## src/rtl/pasid_cmd_pkg.sv

```systemverilog
// Package: shared constants for the PASID command register unit.
// Assumes 32-bit register halves and a 12-bit byte offset space.
package pasid_cmd_pkg;

    localparam int          PASID_W     = 20;
    localparam int          ARG_LSB     = 8;

    localparam logic [11:0] OFS_CAP_LO  = 12'hE00;
    localparam logic [11:0] OFS_CAP_HI  = 12'hE04;
    localparam logic [11:0] OFS_CMD_LO  = 12'hE10;
    localparam logic [11:0] OFS_CMD_HI  = 12'hE14;
    localparam logic [11:0] OFS_RSP_LO  = 12'hE20;
    localparam logic [11:0] OFS_RSP_HI  = 12'hE24;

    localparam logic [7:0]  OP_NULL     = 8'd0;
    localparam logic [7:0]  OP_ALLOC    = 8'd1;
    localparam logic [7:0]  OP_FREE     = 8'd2;

    localparam logic [1:0]  ST_OK       = 2'd0;
    localparam logic [1:0]  ST_BADOP    = 2'd1;
    localparam logic [1:0]  ST_NOPASID  = 2'd2;

endpackage

```

## src/rtl/pasid_pool.sv

```systemverilog
// Module: pasid_pool
// Holds one used-bit per identifier, with identifier n at bit n.
// It offers a combinational probe of a single entry, plus one set
// port and one clear port. It assumes the controller never sets and
// clears in the same cycle and never targets entry 0 for a set.
module pasid_pool #(
    parameter int NUM   = 64,
    parameter int IDX_W = $clog2(NUM)
) (
    input  logic             clk,
    input  logic             rst_n,
    input  logic [IDX_W-1:0] probe_idx,
    output logic             probe_free,
    input  logic             set_en,
    input  logic [IDX_W-1:0] set_idx,
    input  logic             clr_en,
    input  logic [IDX_W-1:0] clr_idx
);

    logic [NUM-1:0] used;

    // Report whether the probed entry is free.
    assign probe_free = ~used[probe_idx];

    for (genvar i = 0; i < NUM; i++) begin : g_entry
        // Per-entry used bit: set on grant, cleared on release, all free after reset.
        always_ff @(posedge clk) begin
            if (!rst_n) begin
                used[i] <= 1'b0;
            end else if (set_en && set_idx == IDX_W'(i)) begin
                used[i] <= 1'b1;
            end else if (clr_en && clr_idx == IDX_W'(i)) begin
                used[i] <= 1'b0;
            end
        end
    end

    // identifier 0 is never granted.
    assert_no_zero_grant_R6: assert property (@(posedge clk) disable iff (!rst_n)
        set_en |-> set_idx != '0);

    // a grant only targets a free entry.
    assert_grant_free_entry_R6: assert property (@(posedge clk) disable iff (!rst_n)
        set_en |-> !used[set_idx]);

    // a release only targets an allocated entry.
    assert_release_used_entry_R9: assert property (@(posedge clk) disable iff (!rst_n)
        clr_en |-> used[clr_idx]);

    // set and clear never collide.
    assert_no_set_clear_R9: assert property (@(posedge clk) disable iff (!rst_n)
        !(set_en && clr_en));

endmodule

```

## src/rtl/pasid_cmd_ctrl.sv

```systemverilog
// Module: pasid_cmd_ctrl
// Executes one command at a time. It holds the busy flag, the status
// code and the result that make up the response. An allocation scans
// the pool one entry per clock, starting at 1. A free validates its
// argument before releasing. It assumes start is only raised while
// busy is low; the top gates it.
module pasid_cmd_ctrl
    import pasid_cmd_pkg::*;
#(
    parameter int NUM   = 64,
    parameter int IDX_W = $clog2(NUM)
) (
    input  logic               clk,
    input  logic               rst_n,
    input  logic               start,
    input  logic [7:0]         op_in,
    input  logic [PASID_W-1:0] arg_in,
    output logic               busy,
    output logic [1:0]         status,
    output logic [PASID_W-1:0] result,
    output logic [IDX_W-1:0]   probe_idx,
    input  logic               probe_free,
    output logic               set_en,
    output logic [IDX_W-1:0]   set_idx,
    output logic               clr_en,
    output logic [IDX_W-1:0]   clr_idx
);

    localparam logic [PASID_W-1:0] NUM_W    = PASID_W'(NUM);
    localparam logic [IDX_W-1:0]   LAST_IDX = IDX_W'(NUM - 1);

    logic [7:0]         op_q;
    logic [PASID_W-1:0] arg_q;
    logic [IDX_W-1:0]   scan_q;
    logic               arg_ok;
    logic [IDX_W-1:0]   free_idx;

    // Check that the free argument is nonzero and inside the pool.
    assign arg_ok   = (arg_q != '0) && (arg_q < NUM_W);
    assign free_idx = arg_q[IDX_W-1:0];

    // Choose the probed entry and form the pool update requests.
    always_comb begin
        probe_idx = (op_q == OP_FREE) ? free_idx : scan_q;
        set_en    = busy && (op_q == OP_ALLOC) && probe_free;
        set_idx   = scan_q;
        clr_en    = busy && (op_q == OP_FREE) && arg_ok && !probe_free;
        clr_idx   = free_idx;
    end

    // Command sequencing: accept, step the scan, post the outcome.
    always_ff @(posedge clk) begin
        if (!rst_n) begin
            busy   <= 1'b0;
            status <= ST_OK;
            result <= '0;
            op_q   <= OP_NULL;
            arg_q  <= '0;
            scan_q <= '0;
        end else if (start) begin
            busy   <= 1'b1;
            status <= ST_OK;
            result <= '0;
            op_q   <= op_in;
            arg_q  <= arg_in;
            scan_q <= IDX_W'(1);
        end else if (busy) begin
            case (op_q)
                OP_NULL: busy <= 1'b0;
                OP_ALLOC: begin
                    if (probe_free) begin
                        result <= PASID_W'(scan_q);
                        busy   <= 1'b0;
                    end else if (scan_q == LAST_IDX) begin
                        status <= ST_NOPASID;
                        busy   <= 1'b0;
                    end else begin
                        scan_q <= scan_q + IDX_W'(1);
                    end
                end
                OP_FREE: begin
                    if (!(arg_ok && !probe_free)) begin
                        status <= ST_NOPASID;
                    end
                    busy <= 1'b0;
                end
                default: begin
                    status <= ST_BADOP;
                    busy   <= 1'b0;
                end
            endcase
        end
    end

    // every accepted command starts with clean status and result.
    assert_accept_clears_R3: assert property (@(posedge clk) disable iff (!rst_n)
        $rose(busy) |-> (status == ST_OK) && (result == '0));

    // a start never arrives while a command is running.
    assert_no_start_when_busy_R4: assert property (@(posedge clk) disable iff (!rst_n)
        start |-> !busy);

    // a null command finishes on the next clock.
    assert_null_one_cycle_R5: assert property (@(posedge clk) disable iff (!rst_n)
        (busy && op_q == OP_NULL) |=> !busy);

    // a successful allocation never reports identifier 0.
    assert_alloc_nonzero_R6: assert property (@(posedge clk) disable iff (!rst_n)
        ($fell(busy) && op_q == OP_ALLOC && status == ST_OK) |-> result != '0);

    // an undefined opcode ends with the undefined-command code.
    assert_badop_code_R10: assert property (@(posedge clk) disable iff (!rst_n)
        (busy && op_q > OP_FREE) |=> (!busy && status == ST_BADOP));

endmodule

```

## src/rtl/pasid_cmd_regs.sv

```systemverilog
// Module: pasid_cmd_regs (top)
// Register front end for the PASID command unit. It decodes 32-bit
// accesses to the capability, command and response halves and guards
// command writes with the capability bit and the busy flag. A write to
// the lower command half that passes the guard starts a command. Reads
// return one clock after the strobe.
module pasid_cmd_regs
    import pasid_cmd_pkg::*;
#(
    parameter int NUM_PASIDS      = 64,
    parameter bit CAP_PASID_ALLOC = 1'b1
) (
    input  logic        clk,
    input  logic        rst_n,
    input  logic        bus_en,
    input  logic        bus_we,
    input  logic [11:0] bus_addr,
    input  logic [31:0] bus_wdata,
    output logic [31:0] bus_rdata,
    output logic        bus_rvalid
);

    localparam int IDX_W = $clog2(NUM_PASIDS);
    localparam int PAD_W = 32 - ARG_LSB - PASID_W;

    logic [31:0]        cmd_lo;
    logic [31:0]        cmd_hi;
    logic               busy;
    logic [1:0]         status;
    logic [PASID_W-1:0] result;
    logic [IDX_W-1:0]   probe_idx;
    logic               probe_free;
    logic               set_en;
    logic [IDX_W-1:0]   set_idx;
    logic               clr_en;
    logic [IDX_W-1:0]   clr_idx;
    logic               wr_lo;
    logic               wr_hi;
    logic               guard_ok;
    logic               start;
    logic [31:0]        rsp_lo;
    logic [31:0]        rd_mux;

    // Decode command writes and the guard that admits them.
    assign wr_lo    = bus_en && bus_we && (bus_addr == OFS_CMD_LO);
    assign wr_hi    = bus_en && bus_we && (bus_addr == OFS_CMD_HI);
    assign guard_ok = CAP_PASID_ALLOC && !busy;
    assign start    = wr_lo && guard_ok;

    // Pack the response word: result, status and busy.
    assign rsp_lo = {{PAD_W{1'b0}}, result, 5'b0, status, busy};

    // Hold the command halves; only guarded writes land.
    always_ff @(posedge clk) begin
        if (!rst_n) begin
            cmd_lo <= '0;
            cmd_hi <= '0;
        end else begin
            if (start)            cmd_lo <= bus_wdata;
            if (wr_hi && guard_ok) cmd_hi <= bus_wdata;
        end
    end

    // Select the read data for the addressed half.
    always_comb begin
        case (bus_addr)
            OFS_CAP_LO: rd_mux = {31'b0, CAP_PASID_ALLOC};
            OFS_CMD_LO: rd_mux = cmd_lo;
            OFS_CMD_HI: rd_mux = cmd_hi;
            OFS_RSP_LO: rd_mux = rsp_lo;
            default:    rd_mux = '0;
        endcase
    end

    // Register the read return one clock after the strobe.
    always_ff @(posedge clk) begin
        if (!rst_n) begin
            bus_rdata  <= '0;
            bus_rvalid <= 1'b0;
        end else begin
            bus_rvalid <= bus_en && !bus_we;
            if (bus_en && !bus_we) bus_rdata <= rd_mux;
        end
    end

    pasid_cmd_ctrl #(.NUM(NUM_PASIDS), .IDX_W(IDX_W)) u_ctrl (
        .clk        (clk),
        .rst_n      (rst_n),
        .start      (start),
        .op_in      (bus_wdata[7:0]),
        .arg_in     (bus_wdata[ARG_LSB +: PASID_W]),
        .busy       (busy),
        .status     (status),
        .result     (result),
        .probe_idx  (probe_idx),
        .probe_free (probe_free),
        .set_en     (set_en),
        .set_idx    (set_idx),
        .clr_en     (clr_en),
        .clr_idx    (clr_idx)
    );

    pasid_pool #(.NUM(NUM_PASIDS), .IDX_W(IDX_W)) u_pool (
        .clk        (clk),
        .rst_n      (rst_n),
        .probe_idx  (probe_idx),
        .probe_free (probe_free),
        .set_en     (set_en),
        .set_idx    (set_idx),
        .clr_en     (clr_en),
        .clr_idx    (clr_idx)
    );

    // a blocked write to the lower command half leaves it unchanged.
    assert_blocked_lo_stable_R4: assert property (@(posedge clk) disable iff (!rst_n)
        (wr_lo && (busy || !CAP_PASID_ALLOC)) |=> $stable(cmd_lo));

    // a blocked write to the upper command half leaves it unchanged.
    assert_blocked_hi_stable_R4: assert property (@(posedge clk) disable iff (!rst_n)
        (wr_hi && (busy || !CAP_PASID_ALLOC)) |=> $stable(cmd_hi));

    // an upper-half write never starts a command.
    assert_hi_no_start_R11: assert property (@(posedge clk) disable iff (!rst_n)
        (wr_hi && !busy) |=> !busy);

endmodule

```

## config.mk

```make
export PLATFORM = sky130hd
export DESIGN_NAME = pasid_cmd_regs
export DESIGN_NICKNAME = d
export VERILOG_FILES = /design/src/rtl/pasid_cmd_pkg.sv /design/src/rtl/pasid_pool.sv /design/src/rtl/pasid_cmd_ctrl.sv /design/src/rtl/pasid_cmd_regs.sv
export SDC_FILE = /design/constraint.sdc
export NUM_CORES = 1
export LEC_CHECK = 0
export CAP_MARGIN = 15
export CORE_MARGIN = 10
export CORE_UTILIZATION = 26
export CTS_CLUSTER_DIAMETER = 150
export DETAILED_ROUTE_END_ITERATION = 10
export SLEW_MARGIN = 20
export SYNTH_ARGS = -nofsm -noshare
export SYNTH_HDL_FRONTEND = slang
export SYNTH_HIERARCHICAL = 1
export SYNTH_SLANG_ARGS = --single-unit
```

## constraint.sdc

```tcl
create_clock -name clk -period 4.5 [get_ports clk]
set_clock_uncertainty 0.15 [all_clocks]
set_input_delay 1.35 -clock clk [delete_from_list [all_inputs] [get_ports clk]]
set_output_delay 1.35 -clock clk [all_outputs]
set_load 0.01 [all_outputs]
```

* After elaboration in Yosys (flattened, before gate mapping)
Cells that the tools add are included.
** Operators by class
- $add $sub $neg :: 1
- Magnitude comparators :: 2
- Equal/unequal tests :: 136
- Multiplexer cells :: 146
- Bitwise gates (word level) :: 4
- Reduce and logical (&&, ||, !) cells :: 219
** Operators with widths (count)
- equality test 6 bit, second input constant :: 64
- equality test 6 x 5 -> 1 bit, second input constant :: 32
- logical AND 1 bit :: 141
- two-way mux 1 bit :: 139
- nonzero test 2 bit :: 67
- case mux 32 bit (4 select lines) :: 1
- equality test 6 x 4 -> 1 bit, second input constant :: 16
- equality test 12 bit, second input constant :: 4
- equality test 6 x 3 -> 1 bit, second input constant :: 8
- equality test 6 x 2 -> 1 bit, second input constant :: 4
- < comparator 20 x 7 -> 1 bit, second input constant :: 1
- nonzero test 20 bit :: 1
- equality test 6 x 1 -> 1 bit, second input constant :: 2
- zero test 6 bit :: 2
- equality test 8 x 1 -> 1 bit, second input constant :: 1
- equality test 8 x 2 -> 1 bit, second input constant :: 1
- zero test 8 bit :: 1
- inequality test 2 bit, second input constant :: 4
- AND reduction 4 bit :: 2
- < comparator 6 x 7 -> 1 bit, second input constant :: 1
- adder 6 x 1 -> 6 bit, second input constant :: 1
- binary-select mux 1 bit (select 6 bit) :: 1
- two-way mux 2 bit :: 3
- two-way mux 6 bit :: 1
- other kinds (6) :: 10
** Word-level totals
- Bits in registers :: 204
- Input bits :: 48
- Output and inout port bits :: 33
- Word-level logic and storage cells :: 583

* Depth between registers and ports, before layout
Gate-level depths: netlist of the first run.
- Depth after elaboration :: 8
- Depth in mapped cells :: 19
- Depth with buffers taken out :: 15

* Cells and area by module
The synthesis of the first run kept the hierarchy.
** By module, submodules not included
- pasid_cmd_regs :: times used 1, cells each 442, area each 3911.3 sq um
- pasid_pool :: times used 1, cells each 377, area each 3316.9 sq um
- pasid_cmd_ctrl :: times used 1, cells each 199, area each 2033.2 sq um

* Least setup slack after synthesis of the first run
No wires, ideal clock.
- Path type :: reg-to-reg
- From :: register u_ctrl.op_q[2]
- To :: register u_pool.used[32]
- Arrival :: 3.964 ns
- Path slack :: 0.311 ns
- Cell stages (with the launch flop) :: 19
- Path buffers :: 5
- Clock period less this slack :: 4.189 ns
- Cell sequence :: dfxtp_1 -> nor4_4 -> nand4b_2 -> mux2_2 -> buf_6 -> buf_2 -> mux4_2 -> o2111ai_2 -> o41ai_2 -> o32ai_2 -> inv_1 -> or2_1 -> buf_2 -> inv_1 -> and3b_1 -> clkbuf_1 -> clkbuf_1 -> nand2_1 -> a21boi_0
** On the way
- Longest elaborated chain between the ends :: 8
- Elaborated cells on any way between the ends :: 15
- Those cells by class :: eq/ne (2); mux (4); bitwise (1); reduce/logical (8)
** RTL lines
- start, declared :: RTL line pasid_cmd_ctrl.sv:32 : logic [7:0] op_q;
- start signal, assigned :: RTL line pasid_cmd_ctrl.sv:64 : op_q <= op_in;
- equality test 8 x 2 -> 1 bit * :: RTL line pasid_cmd_ctrl.sv:44 : probe_idx = (op_q == OP_FREE) ? free_idx : scan_q;
- two-way mux 6 bit * :: RTL line pasid_cmd_ctrl.sv:44
- net probe_idx[1] :: RTL line pasid_cmd_regs.sv:31 : logic [IDX_W-1:0] probe_idx;
- binary-select mux 1 bit (select 6 bit) * :: RTL line pasid_pool.sv:23 : assign probe_free = ~used[probe_idx];
- two-way mux 1 bit (not written as such) * :: RTL line pasid_pool.sv:23
- inverter 1 bit * :: RTL line pasid_pool.sv:23
- net probe_free :: RTL line pasid_cmd_regs.sv:32 : logic probe_free;
- logical AND 1 bit * :: RTL line pasid_cmd_ctrl.sv:45 : set_en = busy && (op_q == OP_ALLOC) && probe_free;
- net set_en :: RTL line pasid_cmd_regs.sv:33 : logic set_en;
- logical AND 1 bit * :: RTL line pasid_pool.sv:30 : end else if (set_en && set_idx == IDX_W'(i)) begin
- two-way mux 1 bit or nonzero test 2 bit (tied branches)
- end signal, assigned by index :: RTL line pasid_pool.sv:29 : used[i] <= 1'b0;
- end signal, assigned by index :: RTL line pasid_pool.sv:31 : used[i] <= 1'b1;
- end signal, assigned by index :: RTL line pasid_pool.sv:33 : used[i] <= 1'b0;
- end, declared :: RTL line pasid_pool.sv:20 : logic [NUM-1:0] used;
The timed path passes the listed nets; every way through them passes the cells marked *. The select of a mux whose other input is x is not followed.
A chain may end at the register's enable or synchronous reset.

* Final worst setup path of the first run
- From :: register u_ctrl.op_q[2]
- To :: register u_pool.used[2]
** On the way
- Longest elaborated chain between the ends :: 8
- Elaborated cells on any way between the ends :: 15
- Those cells by class :: eq/ne (2); mux (4); bitwise (1); reduce/logical (8)
** RTL lines (RTL line)
- equality test 8 x 2 -> 1 bit * :: pasid_cmd_ctrl.sv:44
- two-way mux 6 bit * :: pasid_cmd_ctrl.sv:44
- net probe_idx[2] :: pasid_cmd_regs.sv:31
- binary-select mux 1 bit (select 6 bit) * :: pasid_pool.sv:23
- two-way mux 1 bit (not written as such) * :: pasid_pool.sv:23
- inverter 1 bit * :: pasid_pool.sv:23
- net probe_free :: pasid_cmd_regs.sv:32
- logical AND 1 bit * :: pasid_cmd_ctrl.sv:45
- logical AND 1 bit * :: pasid_pool.sv:30
- two-way mux 1 bit or nonzero test 2 bit (tied branches)
Marked as above.

==> impl_metrics.json, run 1 <==
{
  "antenna_found_initial": 1,
  "clock_latency_ns": 0.50,
  "routed_wl_mm": 26.4,
  "yosys.cell_types.count": 67,
  "fin_tns_setup_ns": 0,
  "drive_gt1_share_pct": 12.7,
  "synth_top_cell_by_area": "dfxtp_1",
  "num_vias": 7598,
  "dp_hpwl_mm": 18.2,
  "ioPinCount": 81,
  "dieArea_um2": 43600,
  "required_ns": 4.73,
  "place.port_buffers": 80,
  "setup_viol": 0,
  "ys.flop_type": "dfxtp_1",
  "maxCapViolations": 0,
  "p_total_mw": 4.10,
  "cts.sinks": 204,
  "hold_path_class": "flop to flop",
  "drc": 0,
  "initial_core_util_pct": 26.2,
  "seq_area_frac_synth_pct": 44.1,
  "ys_ff_latch": 204,
  "fin_cells": 1552,
  "cellLeakagePower_nw": 3.82,
  "synth.area.top_cells": "dfxtp_1, o21ai_0, nand2_1",
  "grt_max_degree": 67,
  "dr_wl_met3_mm": 1.50,
  "cts_max_level": 1,
  "synth_edf_count": 0,
  "synth.avg_cell_area_um2": 9.10,
  "wl_per_cell_um": 17.0,
  "peakVddDrop_mv": 0.254,
  "arrival_ns": 4.44,
  "worst_pin_slew_ns": 0.699,
  "placed_area_um2": 10400,
  "core_area_um2": 35400,
  "fillCellCount": 3676,
  "cts_resized": 0,
  "grt_usage_pct": 11.7,
  "clockBufferDepth": 3,
  "yosys_warnings": 6,
  "async_flop_share_pct": 0,
  "slew_violations": 0,
  "grt_pass1_vias": 7516,
  "cts_made_buffers": 23,
  "cp-end-kind": "flop",
  "die_width_um": 209,
  "wl_met2_mm": 12.1,
  "crit_path_max_fanout": 16,
  "die_h_um": 209,
  "cts_tree": "done",
  "vias_per_cell": 4.90,
  "hold_viol": 0,
  "grt-ovfl-total": 0,
  "drtPass1Iterations": 5,
  "gp_congestion": 0.884,
  "synth_most_common_cell": "dfxtp_1",
  "synth_cells": 1018,
  "fmax_mhz": 237,
  "synth_area_um2": 9260,
  "area_growth_pct": 22.5,
  "post-route-period-util_pct": 93.6,
  "root_buffer": "clkbuf_16",
  "cts_hold_repair.buffers": 0,
  "highest_layer": "met4",
  "p_per_area_nw_per_um2": 361,
  "crit_path_start_kind": "flop",
  "utilization_pct": 32.1,
  "rsz0062_at_grt": "yes",
  "post_cts_buffers": 0,
  "synth_common_cells": "dfxtp_1, o21ai_0, nand2_1, nand3_1, a21boi_0",
  "path_clk_slew_ns": 0.06,
  "m1WireLength_mm": 12.4,
  "status": "completed",
  "fin_nets": 1124,
  "slew-limit-headroom_pct": 53.4,
  "design_area_um2": 11300,
  "path_class": "flop to flop",
  "dp_cells": 1511,
  "postRouteAntennaNets": 0,
  "synth.top_cell.area_share_pct": 44.1,
  "num_rows": 69,
  "grt_pass1_wl_mm": 42.6,
  "fin_crit_ns": 4.21,
  "drt_iter0_markers": 439
}
==> metal layers <==
metal  vias to the layer above  global-route usage (%)
li1                       3702                       -
met1                      3654                    15.8
met2                       212                    18.8
met3                        30                    2.34
met4                         0                    2.56
met5                         -                       0
==> sequential cells by signal, indices dropped and copies added (netlist names) <==
name / cells
u_pool/used: 64
bus_rdata: 32
cmd_hi: 32
cmd_lo: 32
u_ctrl/arg_q: 20
u_ctrl/op_q: 8
u_ctrl/result: 6
u_ctrl/set_idx: 6
u_ctrl/status: 2
bus_rvalid: 1
u_ctrl/busy: 1
==> metrics by stage <==
stage	hold slack (ns)	setup WS (ns)
after floorplan	0.285	0.311
after global placement	0.286	0.231
after CTS	0.304	0.0733
final	0.298	0.289
after global routing	0.317	-0.0113
after detailed placement	0.290	0.108
==> report_power, final <==
part,internal [mW],switching [mW]
combinational,0.0607,0.0707
clock,1.43,0.732
sequential,1.81,0.000107
==> critical path, cell delays in order, from the launching register on <==
cell and delay, ns:
dfxtp_1 0.33, nor4_4 0.35, nand4b_2 0.21, buf_4 0.21
mux2_2 0.39, mux4_2 0.26, mux2i_1 0.07, o311a_1 0.30
o21ai_2 0.06, o32ai_2 0.11, nor3_1 0.15, nand4_1 0.15
a211oi_2 0.30, and2_1 0.24, or3b_4 0.51, o21ai_0 0.21
a21boi_0 0.10
==> cells in the final DEF, fill, tap and decap left out, types with 2 or more instances in the layout <==
| master | count |
|---|---|
| nor2_1 | 30 |
| and3b_1 | 3 |
| nand3b_1 | 5 |
| nand3_1 | 73 |
| clkbuf_8 | 6 |
| a21boi_0 | 62 |
| nor3_1 | 10 |
| mux4_2 | 7 |
| inv_1 | 7 |
| nand4_1 | 4 |
| nor2b_1 | 34 |
| nand2b_1 | 7 |
| nand4_2 | 3 |
| a22oi_1 | 33 |
| clkdlybuf4s50_1 | 79 |
| nor4b_2 | 2 |
| clkbuf_16 | 23 |
| nor4_4 | 2 |
| mux2_4 | 2 |
| dfxtp_1 | 204 |
| conb_1 | 14 |
| mux2_2 | 26 |
| clkbuf_1 | 3 |
| o21ai_2 | 10 |
| o41ai_2 | 2 |
| nand2_1 | 145 |
| nor4_1 | 8 |
| mux4_1 | 7 |
| xnor2_1 | 5 |
| a21boi_1 | 2 |
| o21ai_0 | 153 |
| o21a_1 | 2 |
| and3_1 | 3 |
| bufinv_16 | 7 |
| buf_4 | 31 |
| mux2i_1 | 41 |
==> worst paths after layout <==
kind	startpoint	end	slack, ns	cells after the start
max	u_ctrl/op_q[2]$_SDFFE_PN0P_	u_pool/used[2]$_SDFFE_PN0P_	0.29	16
min	bus_rdata[25]$_SDFFE_PN0P_	bus_rdata[25]$_SDFFE_PN0P_	0.30	2
max reg2reg	u_ctrl/op_q[2]$_SDFFE_PN0P_	u_pool/used[2]$_SDFFE_PN0P_	0.29	16
min reg2reg	bus_rdata[25]$_SDFFE_PN0P_	bus_rdata[25]$_SDFFE_PN0P_	0.30	2
==> cell type report <==
type / instances / area (µm²) / area share [%]
Tap cell: 461 / 577 / 5.08
Multi-Input combinational cell: 728 / 4730 / 41.7
Timing Repair Buffer: 111 / 1040 / 9.19
Clock inverter: 8 / 215 / 1.90
Sequential cell: 204 / 4080 / 36.0
Inverter: 7 / 26.3 / 0.232
Antenna cell: 1 / 2.50 / 0.0220
Clock buffer: 32 / 669 / 5.90
==> cells by family after synthesis <==
| kind of cell | count (synthesis) | share of synthesized area [%] |
|---|---|---|
| fa+ha+maj | 1 | 0.135 |
| compound gates | 278 | 18.9 |
| simple gates | 346 | 19.1 |
| buf+inv | 99 | 5.65 |
| xor+xnor | 6 | 0.567 |
| other cells | 1 | 0.0405 |
| mux | 83 | 11.5 |
| flops | 204 | 44.1 |
Power figures use the tool's default switching activity.
==> run 2: changes to the inputs <==
- ABC_AREA: default -> 1
==> run 2 against run 1 <==
Compared with the run above: combinational power increased by 9%; clock power is 17% lower; utilization is 0.76 points lower; worst setup slack better by 0.13 ns; sequential share of layout area down 0.52 points; synthesized cell count rose by 37%; synthesized area is 5.2% higher; total power is 8.6% lower; non-clock buffer count is 6 lower; maximum frequency up 3.3%; global-route usage rose by 1.1 points; via count is 21% higher; highest routed layer is now met5.
==> impl_metrics.json, run 2 <==
{
  "worst_pin_slew_ns": 0.992,
  "arrival_ns": 4.28,
  "max_stage_delay_ns": 0.31,
  "crit_path_start_kind": "flop",
  "reg2reg_slack_ns": 0.42,
  "dp_hpwl_mm": 21.0,
  "grt-ovfl-total": 0,
  "fin_crit_ns": 4.08,
  "synth.area.top_cells": "dfxtp_1, nand2_1, a21oi_1",
  "wl_per_cell_um": 15.5,
  "grt_usage_pct": 12.8,
  "die_h_um": 214,
  "crit_buf_inv": 5,
  "design_area_um2": 11500,
  "cp_common_cell": "nand3_1",
  "dp_cells": 1882,
  "cts_hold_repair.buffers": 0,
  "synth_most_common_cell": "nand2_1",
  "post-route-period-util_pct": 90.6,
  "top_register": "u_pool/used",
  "postRouteAntennaNets": 0,
  "grt_max_degree": 65,
  "slew_violations": 0,
  "cp-end-kind": "flop",
  "cts_made_buffers": 24,
  "post_cts_buffers": 0,
  "fmax_mhz": 245,
  "cellLeakagePower_nw": 3.98,
  "cts_tree": "done",
  "routed_wl_mm": 29.8,
  "register_area_um2": 4080,
  "ys_ff_latch": 204,
  "synth.top_cell.area_share_pct": 41.9,
  "synth_top_cell_by_area": "dfxtp_1",
  "synth.avg_cell_area_um2": 6.99,
  "async_flop_share_pct": 0,
  "synth_common_cells": "nand2_1, dfxtp_1, a21oi_1, nand3_1, nor2_1",
  "setup_viol": 0,
  "fin_cells": 1922,
  "required_ns": 4.71,
  "clock_latency_ns": 0.52,
  "final_common_cell": "nand2_1",
  "hold_path_class": "flop to flop",
  "synth_area_um2": 9740,
  "crit_path_top_delay_cell": "dfxtp_1",
  "area_growth_pct": 18.2,
  "grt_pass1_vias": 8887,
  "core_area_um2": 36800,
  "holdPathEnd": "cmd_lo[23]$_SDFFE_PN0P_",
  "worstHoldPathCells": 2,
  "drt_iter0_markers": 667,
  "cts_max_level": 1,
  "maxCapViolations": 0,
  "layout_common_cells": "nand2_1, dfxtp_1, a21oi_1, nand3_1, nor2_1",
  "path_clk_slew_ns": 0.06,
  "num_rows": 70,
  "peakVddDrop_mv": 0.254,
  "fin_nets": 1489,
  "grt_pass1_wl_mm": 47.2,
  "ys.flop_type": "dfxtp_1",
  "antenna_found_initial": 3,
  "initial_core_util_pct": 26.5,
  "clockBufferDepth": 3,
  "crit_family": "simple AND/OR/NAND/NOR gates",
  "cts.sinks": 204,
  "die_width_um": 214,
  "path_class": "flop to flop",
  "drc": 0,
  "dieArea_um2": 45600,
  "multi_input_area_um2": 4630,
  "yosys_warnings": 6,
  "slew-limit-headroom_pct": 33.8,
  "drtPass1Iterations": 5,
  "min-delay-start": "cmd_lo[23]$_SDFFE_PN0P_",
  "rr_startpoint": "u_ctrl/op_q[2]$_SDFFE_PN0P_",
  "synth_cells": 1393,
  "gp_congestion": 0.892,
  "p_per_area_nw_per_um2": 326,
  "num_vias": 9221,
  "r2r_end": "u_pool/used[20]$_SDFFE_PN0P_",
  "largest_reg_flops": 64,
  "vias_per_cell": 4.80,
  "placed_area_um2": 10800,
  "yosys.cell_types.count": 33,
  "crit_path_max_fanout": 32,
  "ff2ff_path_depth": 23,
  "drive_gt1_share_pct": 8.88,
  "root_buffer": "clkbuf_16",
  "status": "completed",
  "hold_viol": 0,
  "place.port_buffers": 80,
  "synth_edf_count": 0,
  "ioPinCount": 81,
  "worstPathCellList": "nor2_1 -> nand3_1 -> nor2_2 -> inv_1 -> o21ai_2 -> buf_6 -> nand2_1 -> nand3_1 -> nand3_1 -> nand3_1 -> nand3_1 -> nand3_1 -> nand2_1 -> inv_1 -> nand2_1 -> nor2_1 -> nand4_1 -> nor2_1 -> inv_2 -> nor3_2 -> inv_2 -> o21ai_1 -> a21oi_1",
  "seq_area_frac_synth_pct": 41.9,
  "fillCellCount": 4040
}
-- run 2: cell types whose count changed after synthesis, moves of 33 or more --
cell      change
a21boi_0     -62
a21oi_1     +160
a22oi_1      -33
inv_1        +95
mux2i_1      -41
nand2_1     +143
nand3_1      +87
nor2_1      +109
nor2b_1      -34
o21ai_0      -98
o21ai_1      +98
-- run 2: worst max-delay path by stage --
| stage | end | start | slack, ns | cells after the start |
|---|---|---|---|---|
| global placement | u_pool/used[13]$_SDFFE_PN0P_ | u_ctrl/op_q[2]$_SDFFE_PN0P_ | 0.45 | 24 |
| CTS | u_pool/used[13]$_SDFFE_PN0P_ | u_ctrl/op_q[2]$_SDFFE_PN0P_ | 0.35 | 24 |
| global route | u_pool/used[22]$_SDFFE_PN0P_ | u_ctrl/op_q[2]$_SDFFE_PN0P_ | -0.01 | 23 |
| detailed placement | u_pool/used[13]$_SDFFE_PN0P_ | u_ctrl/op_q[2]$_SDFFE_PN0P_ | 0.36 | 24 |
| floorplan | u_pool/used[0]$_SDFFE_PN0P_ | u_ctrl/op_q[2]$_SDFFE_PN0P_ | 1.05 | 27 |
| finish | u_pool/used[20]$_SDFFE_PN0P_ | u_ctrl/op_q[2]$_SDFFE_PN0P_ | 0.42 | 23 |
-- run 2: kinds of logic (layout without fill, tap and decap cells) --
family                     after synthesis  after routing  share of synthesized area, %
xor gates and xnor gates                 2              2                         0.180
adders and majority gates                1              1                         0.128
DFF                                    204            204                          41.9
AOI/OAI and AO/OA                      319            319                          16.5
and+or+nand+nor                        645            645                          30.1
other                                    1             15                        0.0385
buffers and inverters                  221            268                          11.1
-- run 2: per-stage QoR --
| step | power, mW | worst slack, ns | util [%] | hold slack (ns) | setup TNS, ns |
|---|---|---|---|---|---|
| floorplan | 1.92 | 1.05 | - | 0.274 | 0 |
| global placement | 1.99 | 0.451 | 29.3 | 0.285 | 0 |
| detailed placement | 1.99 | 0.357 | 29.3 | 0.287 | 0 |
| CTS | 3.79 | 0.347 | 31.3 | 0.296 | 0 |
| global route | 3.87 | -0.0145 | 31.3 | 0.318 | -0.0183 |
| finish | 3.75 | 0.422 | 31.3 | 0.296 | 0 |
-- run 2: cell type report --
class | instances | share of cell area [%]
Clock inverter | 7 | 0.489
Sequential cell | 204 | 35.5
Clock buffer | 32 | 5.82
Inverter | 124 | 4.30
Tap cell | 468 | 5.08
Antenna cell | 1 | 0.0217
Timing Repair Buffer | 105 | 8.57
Multi-Input combinational cell | 981 | 40.2
-- run 2: tightest hold or removal path, delay by kind of cell (launching register included) --
family | cells | cell delay, ns
flip-flops | 1 | 0.31
buffers and inverters | 1 | 0.04
AO/OA/AOI/OAI | 1 | 0.05
-- run 2: metal layers --
metal  wire length, µm  up-vias  track usage [%]  share of wire, %
li1                  -     4624                -                 -
met1             13000     4286             16.2                44
met2             14100      248             21.3                47
met3              1940       57             2.80               6.5
met4               667        6             3.76               2.2
met5                47        -                0              0.16
-- run 2: what timing repair did --
action,in CTS,in global routing
setup endpoints to repair,0,64
endpoints found under the hold margin,0,0
gates resized for setup,0,3
-- run 2: power breakdown --
group | internal, mW | switching (mW) | total, mW
logic | 0.0539 | 0.0890 | 0.143
clock network | 1.04 | 0.757 | 1.80
registers | 1.81 | 0.000127 | 1.81
==> run 3: changes to the inputs <==
- TNS_END_PERCENT: default -> 10
- clock period: 4.5 -> 4.1 ns (I/O delays scaled with it)
==> run 3 against run 2 <==
Compared with the run above: global-route usage barely moved; combinational power is 10% higher; sequential power up 9%; non-clock buffer count rose by 7; critical path type unchanged; largest cell class unchanged.
==> impl_metrics.json, run 3 (same netlist as run 2, synthesis figures left out) <==
{
  "grt_pass1_wl_mm": 47.0,
  "design_area_um2": 11600,
  "fin_nets": 1496,
  "wl_per_cell_um": 15.6,
  "min-delay-start": "cmd_lo[13]$_SDFFE_PN0P_",
  "path_class": "flop to flop",
  "slew_violations": 0,
  "top_register": "u_pool/used",
  "fin_crit_ns": 3.66,
  "p_per_area_nw_per_um2": 359,
  "crit_family": "simple AND/OR/NAND/NOR gates",
  "clock_latency_ns": 0.53,
  "place.port_buffers": 80,
  "maxCapViolations": 0,
  "initial_core_util_pct": 26.5,
  "grt-ovfl-total": 0,
  "utilization_pct": 31.6,
  "vias_per_cell": 4.80,
  "cts_max_level": 1,
  "grt_usage_pct": 12.8,
  "clockBufferDepth": 3,
  "postRouteAntennaNets": 0,
  "post-route-period-util_pct": 89.4,
  "cp-end-kind": "flop",
  "grt_max_degree": 77,
  "holdPathEnd": "cmd_lo[13]$_SDFFE_PN0P_",
  "layout_common_cells": "nand2_1, dfxtp_1, a21oi_1, nand3_1, nor2_1",
  "rr_startpoint": "u_ctrl/op_q[2]$_SDFFE_PN0P_",
  "crit_buf_inv": 5,
  "drc": 0,
  "crit_path_top_delay_cell": "dfxtp_1",
  "gp_congestion": 0.930,
  "drt_iter0_markers": 832,
  "max_stage_delay_ns": 0.32,
  "cts_made_buffers": 24,
  "worst_pin_slew_ns": 1.02,
  "reg2reg_slack_ns": 0.44,
  "crit_path_start_kind": "flop",
  "r2r_end": "u_pool/used[13]$_SDFFE_PN0P_",
  "grt_pass1_vias": 8719,
  "core_area_um2": 36800,
  "cellLeakagePower_nw": 4.04,
  "die_h_um": 214,
  "area_growth_pct": 19.2,
  "drtPass1Iterations": 5,
  "wl_met2_mm": 13.9,
  "slew-limit-headroom_pct": 32.2,
  "required_ns": 4.32,
  "dp_hpwl_mm": 21.3,
  "num_vias": 9283,
  "placed_area_um2": 10800,
  "cts_hold_repair.buffers": 0,
  "num_rows": 70,
  "cts_tree": "done",
  "crit_path_max_fanout": 16,
  "hold_path_class": "flop to flop",
  "worstHoldPathCells": 2,
  "dieArea_um2": 45600,
  "status": "completed",
  "root_buffer": "clkbuf_16",
  "ioPinCount": 81,
  "path_clk_slew_ns": 0.06,
  "hold_viol": 0,
  "largest_reg_flops": 64,
  "setup_viol": 0,
  "peakVddDrop_mv": 0.232,
  "routed_wl_mm": 30.2,
  "die_width_um": 214,
  "antenna_found_initial": 4,
  "m1WireLength_mm": 13.6,
  "worstPathCellList": "nor2_2 -> nand3_1 -> nor2_4 -> inv_1 -> o21ai_2 -> buf_6 -> nand2_1 -> nand3_1 -> nand3_1 -> nand3_1 -> nand3_1 -> nand3_1 -> nand2_1 -> inv_1 -> nand2_1 -> nor2_1 -> nand4_1 -> nor2_2 -> inv_2 -> nor3_2 -> inv_2 -> o21ai_0 -> a21oi_1",
  "whs_ns": 0.295,
  "drive_gt1_share_pct": 9.62,
  "highest_layer": "met5",
  "cp_common_cell": "nand3_1",
  "fin_tns_setup_ns": 0,
  "fmax_mhz": 273,
  "dr_wl_met3_mm": 1.65,
  "arrival_ns": 3.88,
  "final_common_cell": "nand2_1",
  "rsz0062_at_grt": "no",
  "cts.sinks": 204,
  "ff2ff_path_depth": 23
}
==> run 3: worst max path at each step <==
stage,startpoint,endpoint,slack (ns),depth (start not counted)
floorplan,u_ctrl/op_q[2]$_SDFFE_PN0P_,u_pool/used[0]$_SDFFE_PN0P_,0.65,27
global placement,u_ctrl/op_q[2]$_SDFFE_PN0P_,u_pool/used[41]$_SDFFE_PN0P_,0.24,23
detailed placement,u_ctrl/op_q[2]$_SDFFE_PN0P_,u_pool/used[37]$_SDFFE_PN0P_,0.11,23
CTS,u_ctrl/op_q[2]$_SDFFE_PN0P_,u_pool/used[40]$_SDFFE_PN0P_,0.07,23
global route,u_ctrl/op_q[2]$_SDFFE_PN0P_,u_pool/used[13]$_SDFFE_PN0P_,0.04,25
finish,u_ctrl/op_q[2]$_SDFFE_PN0P_,u_pool/used[13]$_SDFFE_PN0P_,0.44,23
==> run 3: metal layers <==
metal  GRT usage (%)  up-vias
met3            2.48       68
met5               0        -
met1            16.6     4318
met4            4.84        6
li1                -     4644
met2            20.6      247
==> run 3: final cells by class <==
type,count,area (µm²)
sequential,204,4080
fill,3948,25200
tap,468,586
clock buffer,35,692
antenna,2,5.00
timing repair buffer,112,1040
multi-input combinational,981,4640
clock inverter,9,65.1
inverter,124,493
==> run 3: report_power, final <==
group          internal [mW]  switching, mW  leakage, nW  total, mW
sequential              1.98       0.000130         1.64       1.98
clock                   1.18          0.856        0.375       2.03
combinational         0.0595         0.0989         2.02      0.158
==> run 3: per-stage QoR <==
step	setup slack (ns)	std cells	total power, mW
global route	0.0369	1934	4.30
finish	0.436	1935	4.17
CTS	0.0715	1931	4.21
detailed placement	0.114	1887	2.18
global placement	0.236	1887	2.18
floorplan	0.647	1406	2.11
==> run 3: timing repair <==
action | in CTS | in global routing
endpoints found under the hold margin | 0 | 0
setup buffers | 0 | 2
setup endpoints to repair | 0 | 64
resized for setup | 0 | 5
==> run 3: worst register-to-register path: stages (launching register included) <==
cell and delay [ns]:
dfxtp_1 0.32, nor2_2 0.16, nand3_1 0.14, nor2_4 0.20
inv_1 0.11, o21ai_2 0.23, buf_6 0.22, nand2_1 0.07
nand3_1 0.10, nand3_1 0.12, nand3_1 0.10, nand3_1 0.08
nand3_1 0.08, nand2_1 0.10, inv_1 0.14, nand2_1 0.08
nor2_1 0.11, nand4_1 0.14, nor2_2 0.15, inv_2 0.08
nor3_2 0.18, inv_2 0.17, o21ai_0 0.19, a21oi_1 0.08
